$ cat config.mk
export PLATFORM = sky130hd
export DESIGN_NAME = pkt_page_allocator
export DESIGN_NICKNAME = d
export VERILOG_FILES = /design/src/rtl/pga_pkg.sv /design/src/rtl/pga_page_map.sv /design/src/rtl/pga_page_fifo.sv /design/src/rtl/pkt_page_allocator.sv
export SDC_FILE = /design/constraint.sdc
export NUM_CORES = 1
export LEC_CHECK = 0
export BUFFER_PORTS_ARGS = -buffer_cell sky130_fd_sc_hd__buf_2
export CAP_MARGIN = 30
export CORE_UTILIZATION = 60
export DETAILED_ROUTE_END_ITERATION = 12
export MAX_ROUTING_LAYER = met4
export PLACE_DENSITY = 0.77
export SLEW_MARGIN = 5
export SYNTH_ARGS = -nofsm -noshare
export SYNTH_HDL_FRONTEND = slang
export SYNTH_HIERARCHICAL = 1
export SYNTH_SLANG_ARGS = --single-unit
$ cat constraint.sdc
create_clock -name clk -period 4.2 [get_ports clk]
set_input_delay 0.42 -clock clk [delete_from_list [all_inputs] [get_ports clk]]
set_output_delay 0.42 -clock clk [all_outputs]
set_load 0.1 [all_outputs]
$ cat src/rtl/pga_pkg.sv
package pga_pkg;

    localparam int unsigned PGA_PAGES       = 64;
    localparam int unsigned PGA_PAGE_BYTES  = 2048;
    localparam int unsigned PGA_UNIT_BYTES  = 512;
    localparam int unsigned PGA_QUEUE_DEPTH = 64;

    typedef enum logic [1:0] {
        Q_IDLE = 2'd0,
        Q_PUSH = 2'd1,
        Q_POP  = 2'd2,
        Q_BOTH = 2'd3
    } qop_e;

    // Accepted queue operation: push only when room, pop only when data.
    function automatic qop_e qop_decode(input logic push, input logic pop,
                                        input logic full, input logic empty);
        logic do_push;
        logic do_pop;
        do_pop  = pop && !empty;
        do_push = push && (!full || do_pop);
        return qop_e'({do_pop, do_push});
    endfunction

endpackage

$ cat src/rtl/pga_page_map.sv
module pga_page_map #(
    parameter  int PAGES = 64,
    localparam int IDX_W = $clog2(PAGES),
    localparam int CNT_W = $clog2(PAGES + 1)
) (
    input  logic             clk,
    input  logic             rst,
    input  logic             alloc_req,
    input  logic             free_req,
    input  logic [IDX_W-1:0] free_page,
    output logic             alloc_valid,
    output logic             alloc_fail,
    output logic [IDX_W-1:0] alloc_page,
    output logic [CNT_W-1:0] free_cnt,
    output logic             dbl_free
);

    logic [PAGES-1:0] free_map;
    logic             any_free;
    logic [IDX_W-1:0] low_idx;
    logic             grant;
    logic             rel_ok;
    logic [PAGES-1:0] set_mask;
    logic [PAGES-1:0] clr_mask;

    // Priority search: lowest set bit wins.
    always_comb begin
        any_free = 1'b0;
        low_idx  = '0;
        for (int i = PAGES - 1; i >= 0; i--) begin
            if (free_map[i]) begin
                any_free = 1'b1;
                low_idx  = IDX_W'(i);
            end
        end
    end

    assign grant    = alloc_req && any_free;
    assign rel_ok   = free_req && !free_map[free_page];
    assign clr_mask = grant  ? (PAGES'(1) << low_idx)   : '0;
    assign set_mask = rel_ok ? (PAGES'(1) << free_page) : '0;

    always_ff @(posedge clk) begin
        if (rst) begin
            free_map    <= '1;
            free_cnt    <= CNT_W'(PAGES);
            alloc_valid <= 1'b0;
            alloc_fail  <= 1'b0;
            alloc_page  <= '0;
            dbl_free    <= 1'b0;
        end else begin
            free_map    <= (free_map & ~clr_mask) | set_mask;
            free_cnt    <= free_cnt - CNT_W'(grant) + CNT_W'(rel_ok);
            alloc_valid <= grant;
            alloc_fail  <= alloc_req && !any_free;
            if (grant) begin
                alloc_page <= low_idx;
            end
            if (free_req && free_map[free_page]) begin
                dbl_free <= 1'b1;
            end
        end
    end

endmodule

$ cat src/rtl/pga_page_fifo.sv
module pga_page_fifo
    import pga_pkg::*;
#(
    parameter  int DEPTH = 64,
    parameter  int W     = 6,
    localparam int PTR_W = $clog2(DEPTH),
    localparam int CNT_W = $clog2(DEPTH + 1)
) (
    input  logic         clk,
    input  logic         rst,
    input  logic         push,
    input  logic [W-1:0] din,
    input  logic         pop,
    output logic [W-1:0] head,
    output logic         empty,
    output logic         full
);

    logic [W-1:0]     mem [DEPTH];
    logic [PTR_W-1:0] wr_ptr;
    logic [PTR_W-1:0] rd_ptr;
    logic [CNT_W-1:0] cnt;
    qop_e             op;

    function automatic logic [PTR_W-1:0] bump(input logic [PTR_W-1:0] p);
        return (p == PTR_W'(DEPTH - 1)) ? '0 : p + 1'b1;
    endfunction

    assign empty = (cnt == '0);
    assign full  = (cnt == CNT_W'(DEPTH));
    assign head  = mem[rd_ptr];
    assign op    = qop_decode(push, pop, full, empty);

    always_ff @(posedge clk) begin
        if (op == Q_PUSH || op == Q_BOTH) begin
            mem[wr_ptr] <= din;
        end
    end

    always_ff @(posedge clk) begin
        if (rst) begin
            wr_ptr <= '0;
            rd_ptr <= '0;
            cnt    <= '0;
        end else begin
            unique case (op)
                Q_PUSH: begin
                    wr_ptr <= bump(wr_ptr);
                    cnt    <= cnt + 1'b1;
                end
                Q_POP: begin
                    rd_ptr <= bump(rd_ptr);
                    cnt    <= cnt - 1'b1;
                end
                Q_BOTH: begin
                    wr_ptr <= bump(wr_ptr);
                    rd_ptr <= bump(rd_ptr);
                end
                default: ;
            endcase
        end
    end

endmodule

$ cat src/rtl/pkt_page_allocator.sv
module pkt_page_allocator
    import pga_pkg::*;
#(
    parameter  int PAGES      = PGA_PAGES,
    parameter  int PAGE_BYTES = PGA_PAGE_BYTES,
    parameter  int UNIT_BYTES = PGA_UNIT_BYTES,
    parameter  int Q_DEPTH    = PGA_QUEUE_DEPTH,
    localparam int IDX_W      = $clog2(PAGES),
    localparam int CNT_W      = $clog2(PAGES + 1),
    localparam int UPP        = PAGE_BYTES / UNIT_BYTES,
    localparam int MEM_UNITS  = PAGES * UPP,
    localparam int UNIT_W     = $clog2(MEM_UNITS + 1)
) (
    input  logic              clk,
    input  logic              rst,
    input  logic              alloc_req,
    output logic              alloc_valid,
    output logic [IDX_W-1:0]  alloc_page,
    output logic              alloc_fail,
    input  logic              free_req,
    input  logic [IDX_W-1:0]  free_page,
    output logic              dbl_free_err,
    output logic [UNIT_W-1:0] mem_size_units,
    output logic [UNIT_W-1:0] mem_free_units,
    input  logic              tx_push,
    input  logic [IDX_W-1:0]  tx_push_page,
    input  logic              tx_pop,
    output logic [IDX_W-1:0]  tx_head,
    output logic              tx_empty,
    output logic              tx_full,
    input  logic              rx_push,
    input  logic [IDX_W-1:0]  rx_push_page,
    input  logic              rx_pop,
    output logic [IDX_W-1:0]  rx_head,
    output logic              rx_empty,
    output logic              rx_full,
    output logic              int_rx,
    output logic              int_tx_empty
);

    localparam int QN = 2;  // index 0: transmit, 1: receive

    logic [CNT_W-1:0] free_cnt;
    logic [QN-1:0]    q_push;
    logic [QN-1:0]    q_pop;
    logic [IDX_W-1:0] q_din  [QN];
    logic [IDX_W-1:0] q_head [QN];
    logic [QN-1:0]    q_empty;
    logic [QN-1:0]    q_full;
    logic             tx_armed;

    pga_page_map #(.PAGES(PAGES)) u_map (
        .clk         (clk),
        .rst         (rst),
        .alloc_req   (alloc_req),
        .free_req    (free_req),
        .free_page   (free_page),
        .alloc_valid (alloc_valid),
        .alloc_fail  (alloc_fail),
        .alloc_page  (alloc_page),
        .free_cnt    (free_cnt),
        .dbl_free    (dbl_free_err)
    );

    assign q_push = {rx_push, tx_push};
    assign q_pop  = {rx_pop, tx_pop};
    assign q_din[0] = tx_push_page;
    assign q_din[1] = rx_push_page;

    for (genvar g = 0; g < QN; g++) begin : g_queue
        pga_page_fifo #(.DEPTH(Q_DEPTH), .W(IDX_W)) u_fifo (
            .clk   (clk),
            .rst   (rst),
            .push  (q_push[g]),
            .din   (q_din[g]),
            .pop   (q_pop[g]),
            .head  (q_head[g]),
            .empty (q_empty[g]),
            .full  (q_full[g])
        );
    end

    assign tx_head  = q_head[0];
    assign tx_empty = q_empty[0];
    assign tx_full  = q_full[0];
    assign rx_head  = q_head[1];
    assign rx_empty = q_empty[1];
    assign rx_full  = q_full[1];

    always_ff @(posedge clk) begin
        if (rst) begin
            tx_armed <= 1'b0;
        end else if (tx_push && (!tx_full || (tx_pop && !tx_empty))) begin
            tx_armed <= 1'b1;
        end
    end

    assign int_rx         = !rx_empty;
    assign int_tx_empty   = tx_empty && tx_armed;
    assign mem_size_units = UNIT_W'(MEM_UNITS);
    assign mem_free_units = UNIT_W'(int'(free_cnt) * UPP);

endmodule

==> flow_metrics.env <==
export IMPL_io_buffers=59
export IMPL_skew_ps=37.0
export IMPL_core_area_um2=61800
export IMPL_critical_path_max_stage_delay_ps=920
export IMPL_final_cell_mix="edfxtp_1, nor2_1, mux4_2, dfxtp_1, clkbuf_16"
export IMPL_wl_mm=89.1
export IMPL_area_growth_pct=11.8
export IMPL_vias_per_cell=6.70
export IMPL_fin_nets=2442
export IMPL_ys_seq_elements=899
export IMPL_path_cells="nor2_1 -> a22o_1 -> a221oi_1 -> o22ai_1 -> or3_1 -> buf_2"
export IMPL_period_share_pct=96.2
export IMPL_grt_pass1_wl_mm=134
export IMPL_critPathRequiredTime_ps=3780
export IMPL_die_x_um=252
export IMPL_period_needed_ps=4040
export IMPL_synth_cell_area_um2=37600
export IMPL_finalCoreUtilization_pct=67.9
export IMPL_drc=0
export IMPL_power_density_nw_per_um2=554
export IMPL_drt_pass1_iter_count=6
export IMPL_grt_pass1_vias=21886
export IMPL_synth_edff_count=768
export IMPL_rsz0062_at_grt="false"
export IMPL_crit_type="flop to primary output"
export IMPL_p_leak_uw=0.0132
export IMPL_vias=22110
export IMPL_cts_tree="done"
export IMPL_final_common_cell="edfxtp_1"
export IMPL_worstPathMaxFanout=18
export IMPL_end_kind="primary output"
export IMPL_fin_setup_tns_ps=0
export IMPL_grt_max_degree=77
export IMPL_diodes=0
export IMPL_yosys_warnings=6
export IMPL_fmax_ghz=0.248
export IMPL_grt_overflow=0
export IMPL_reg2reg_from="u_map/free_map[34]$_SDFF_PP1_"
export IMPL_ys_seq_area_share_pct=68.4
export IMPL_worst_slew_pin_slew_ps=1040
export IMPL_globalplace_congestion=0.943
export IMPL_worst_setup_path_start_kind="flop"
export IMPL_yosysUniqueCellTypes=89
export IMPL_hold_viol=0
export IMPL_postLayoutCellArea_um2=42000
export IMPL_cp_num_buf_inv=1
export IMPL_cap_viol_max_count=0
export IMPL_synthFlopType="edfxtp_1"
export IMPL_critPathTopFamily="compound AO/OA/AOI/OAI gates"
export IMPL_drt_initial_drc_count=2414
export IMPL_htreeDepth=3
export IMPL_hp_class="primary input to flop"
export IMPL_cts_max_path_buffers=3
export IMPL_antenna_found_initial=0
export IMPL_detail_route_antenna_nets=0
export IMPL_place_area_um2=39000
export IMPL_cts_hold_buf=0
export IMPL_clockRootBuffer="clkbuf_16"
export IMPL_initial_utilization_pct=60.8
export IMPL_maxSlewHeadroom_pct=30.3
export IMPL_finalSetupViolCount=0
export IMPL_avgSynthCellArea_um2=16.3
export IMPL_cts_sinks=899
export IMPL_cts_made_buffers=88
export IMPL_slowest_stage="dfxtp_1"
export IMPL_rows=91
export IMPL_finalMaxSlewViolations=0
export IMPL_ios=71
export IMPL_wire_per_inst_um=27.0
export IMPL_async_flop_share_pct=0
export IMPL_power_total_uw=23300
export IMPL_min_delay_start="tx_push"
export IMPL_run_status="completed"
export IMPL_synthCells=2302
export IMPL_die_height_um=252
export IMPL_ir_drop_mv=0.631
export IMPL_grtUsageTotal_pct=29.1
export IMPL_layout_drive_gt1_share_pct=20.8
export IMPL_hpwl_mm=55.9
export IMPL_cp_arrival_ps=3620
export IMPL_clk_latency_ps=650
export IMPL_path_clk_slew_ps=60
export IMPL_dieArea_um2=63600
-- per-layer routing --
metal,vias up,global-route usage [%],part of all wire [%]
met3,226,5.51,9.3
met5,-,-,0
met4,0,10.4,3.3
met2,1277,44.9,48
li1,9436,-,-
met1,11171,39.3,39
-- sequential cells by signal, summed over array words and instances, names as in the netlist, named ones only --
name	cells
tx_armed	1
g_queue.u_fifo/wr_ptr	12
u_map/alloc_fail	1
g_queue.u_fifo/rd_ptr	12
u_map/dbl_free	1
g_queue.u_fifo/mem	768
u_map/free_map	64
u_map/alloc_page	6
g_queue.u_fifo/cnt	14
u_map/alloc_valid	1
u_map/free_cnt	7
-- report_power, final --
group | leakage, µW | total, µW | switching [µW] | internal, µW
logic | 0.00386 | 5120 | 3090 | 2030
registers | 0.00798 | 10100 | 289 | 9850
clock network | 0.00140 | 8000 | 3380 | 4620
total | 0.0132 | 23300 | 6760 | 16500
-- cells by family after synthesis --
group / Yosys count / synth area share [%]
fa+ha+maj: 24 / 0.859
simple gates: 615 / 8.21
flops: 899 / 68.4
other cells: 2 / 0.0200
mux: 242 / 13.1
compound gates: 312 / 6.50
buf+inv: 176 / 2.21
xor+xnor: 32 / 0.746
-- cell type report --
cell class / instances / area [µm²]
multi-input combinational: 1236 / 11100
inverter: 42 / 158
tap: 837 / 1050
clock buffer: 115 / 2360
sequential: 899 / 25700
fill: 3885 / 19800
timing repair buffer: 125 / 1070
clock inverter: 47 / 553
-- timing repair --
action / CTS / global route
setup endpoints to repair: 0 / 3
buffers inserted: 0 / 1
gates resized for setup: 0 / 1
-- path summary, 6_finish.rpt --
kind / endpoint / slack [ps] / cells after the start
max: tx_head[3] / 160 / 6
min: tx_armed$_SDFFE_PP0P_ / 120 / 3
max reg2reg: u_map/free_cnt[6]$_SDFF_PP1_ / 380 / 15
min reg2reg: u_map/alloc_page[2]$_SDFFE_PP0P_ / 470 / 2
-- synthesized netlist by cell type, drive strengths merged, types with 31 or more instances --
| cell type | n | share of area, % |
|---|---|---|
| a21oi | 47 | 0.63 |
| buf | 77 | 1.2 |
| a221o | 59 | 1.6 |
| nand3 | 84 | 1.1 |
| o21ai | 33 | 0.47 |
| mux2i | 36 | 0.97 |
| inv | 41 | 0.41 |
| edfxtp | 768 | 61 |
| o22ai | 34 | 0.57 |
| nor4 | 33 | 0.63 |
| nand2 | 64 | 0.65 |
| clkbuf | 57 | 0.57 |
| mux4 | 198 | 12 |
| nor2 | 250 | 2.5 |
| dfxtp | 131 | 7.0 |
| nand2b | 31 | 0.52 |
-- metrics by stage --
| stage | setup slack, ps | hold slack, ps | instances |
|---|---|---|---|
| detailed placement | 59.3 | 468 | 3132 |
| global placement | 104 | 445 | 3122 |
| CTS | 24.6 | 81.7 | 3294 |
| finish | 160 | 121 | 3301 |
| global route | 131 | 103 | 3301 |
| floorplan | 135 | 446 | 2311 |
-- worst reg2reg max path, delay by kind of cell (launching register included) --
| kind | cells | cell delay [ps] |
|---|---|---|
| simple gates | 4 | 1140 |
| buf+inv | 2 | 220 |
| xor+xnor | 1 | 130 |
| flops | 1 | 350 |
| compound gates | 5 | 860 |
| fa+ha+maj | 3 | 970 |
Power figures use the tool's default switching activity.
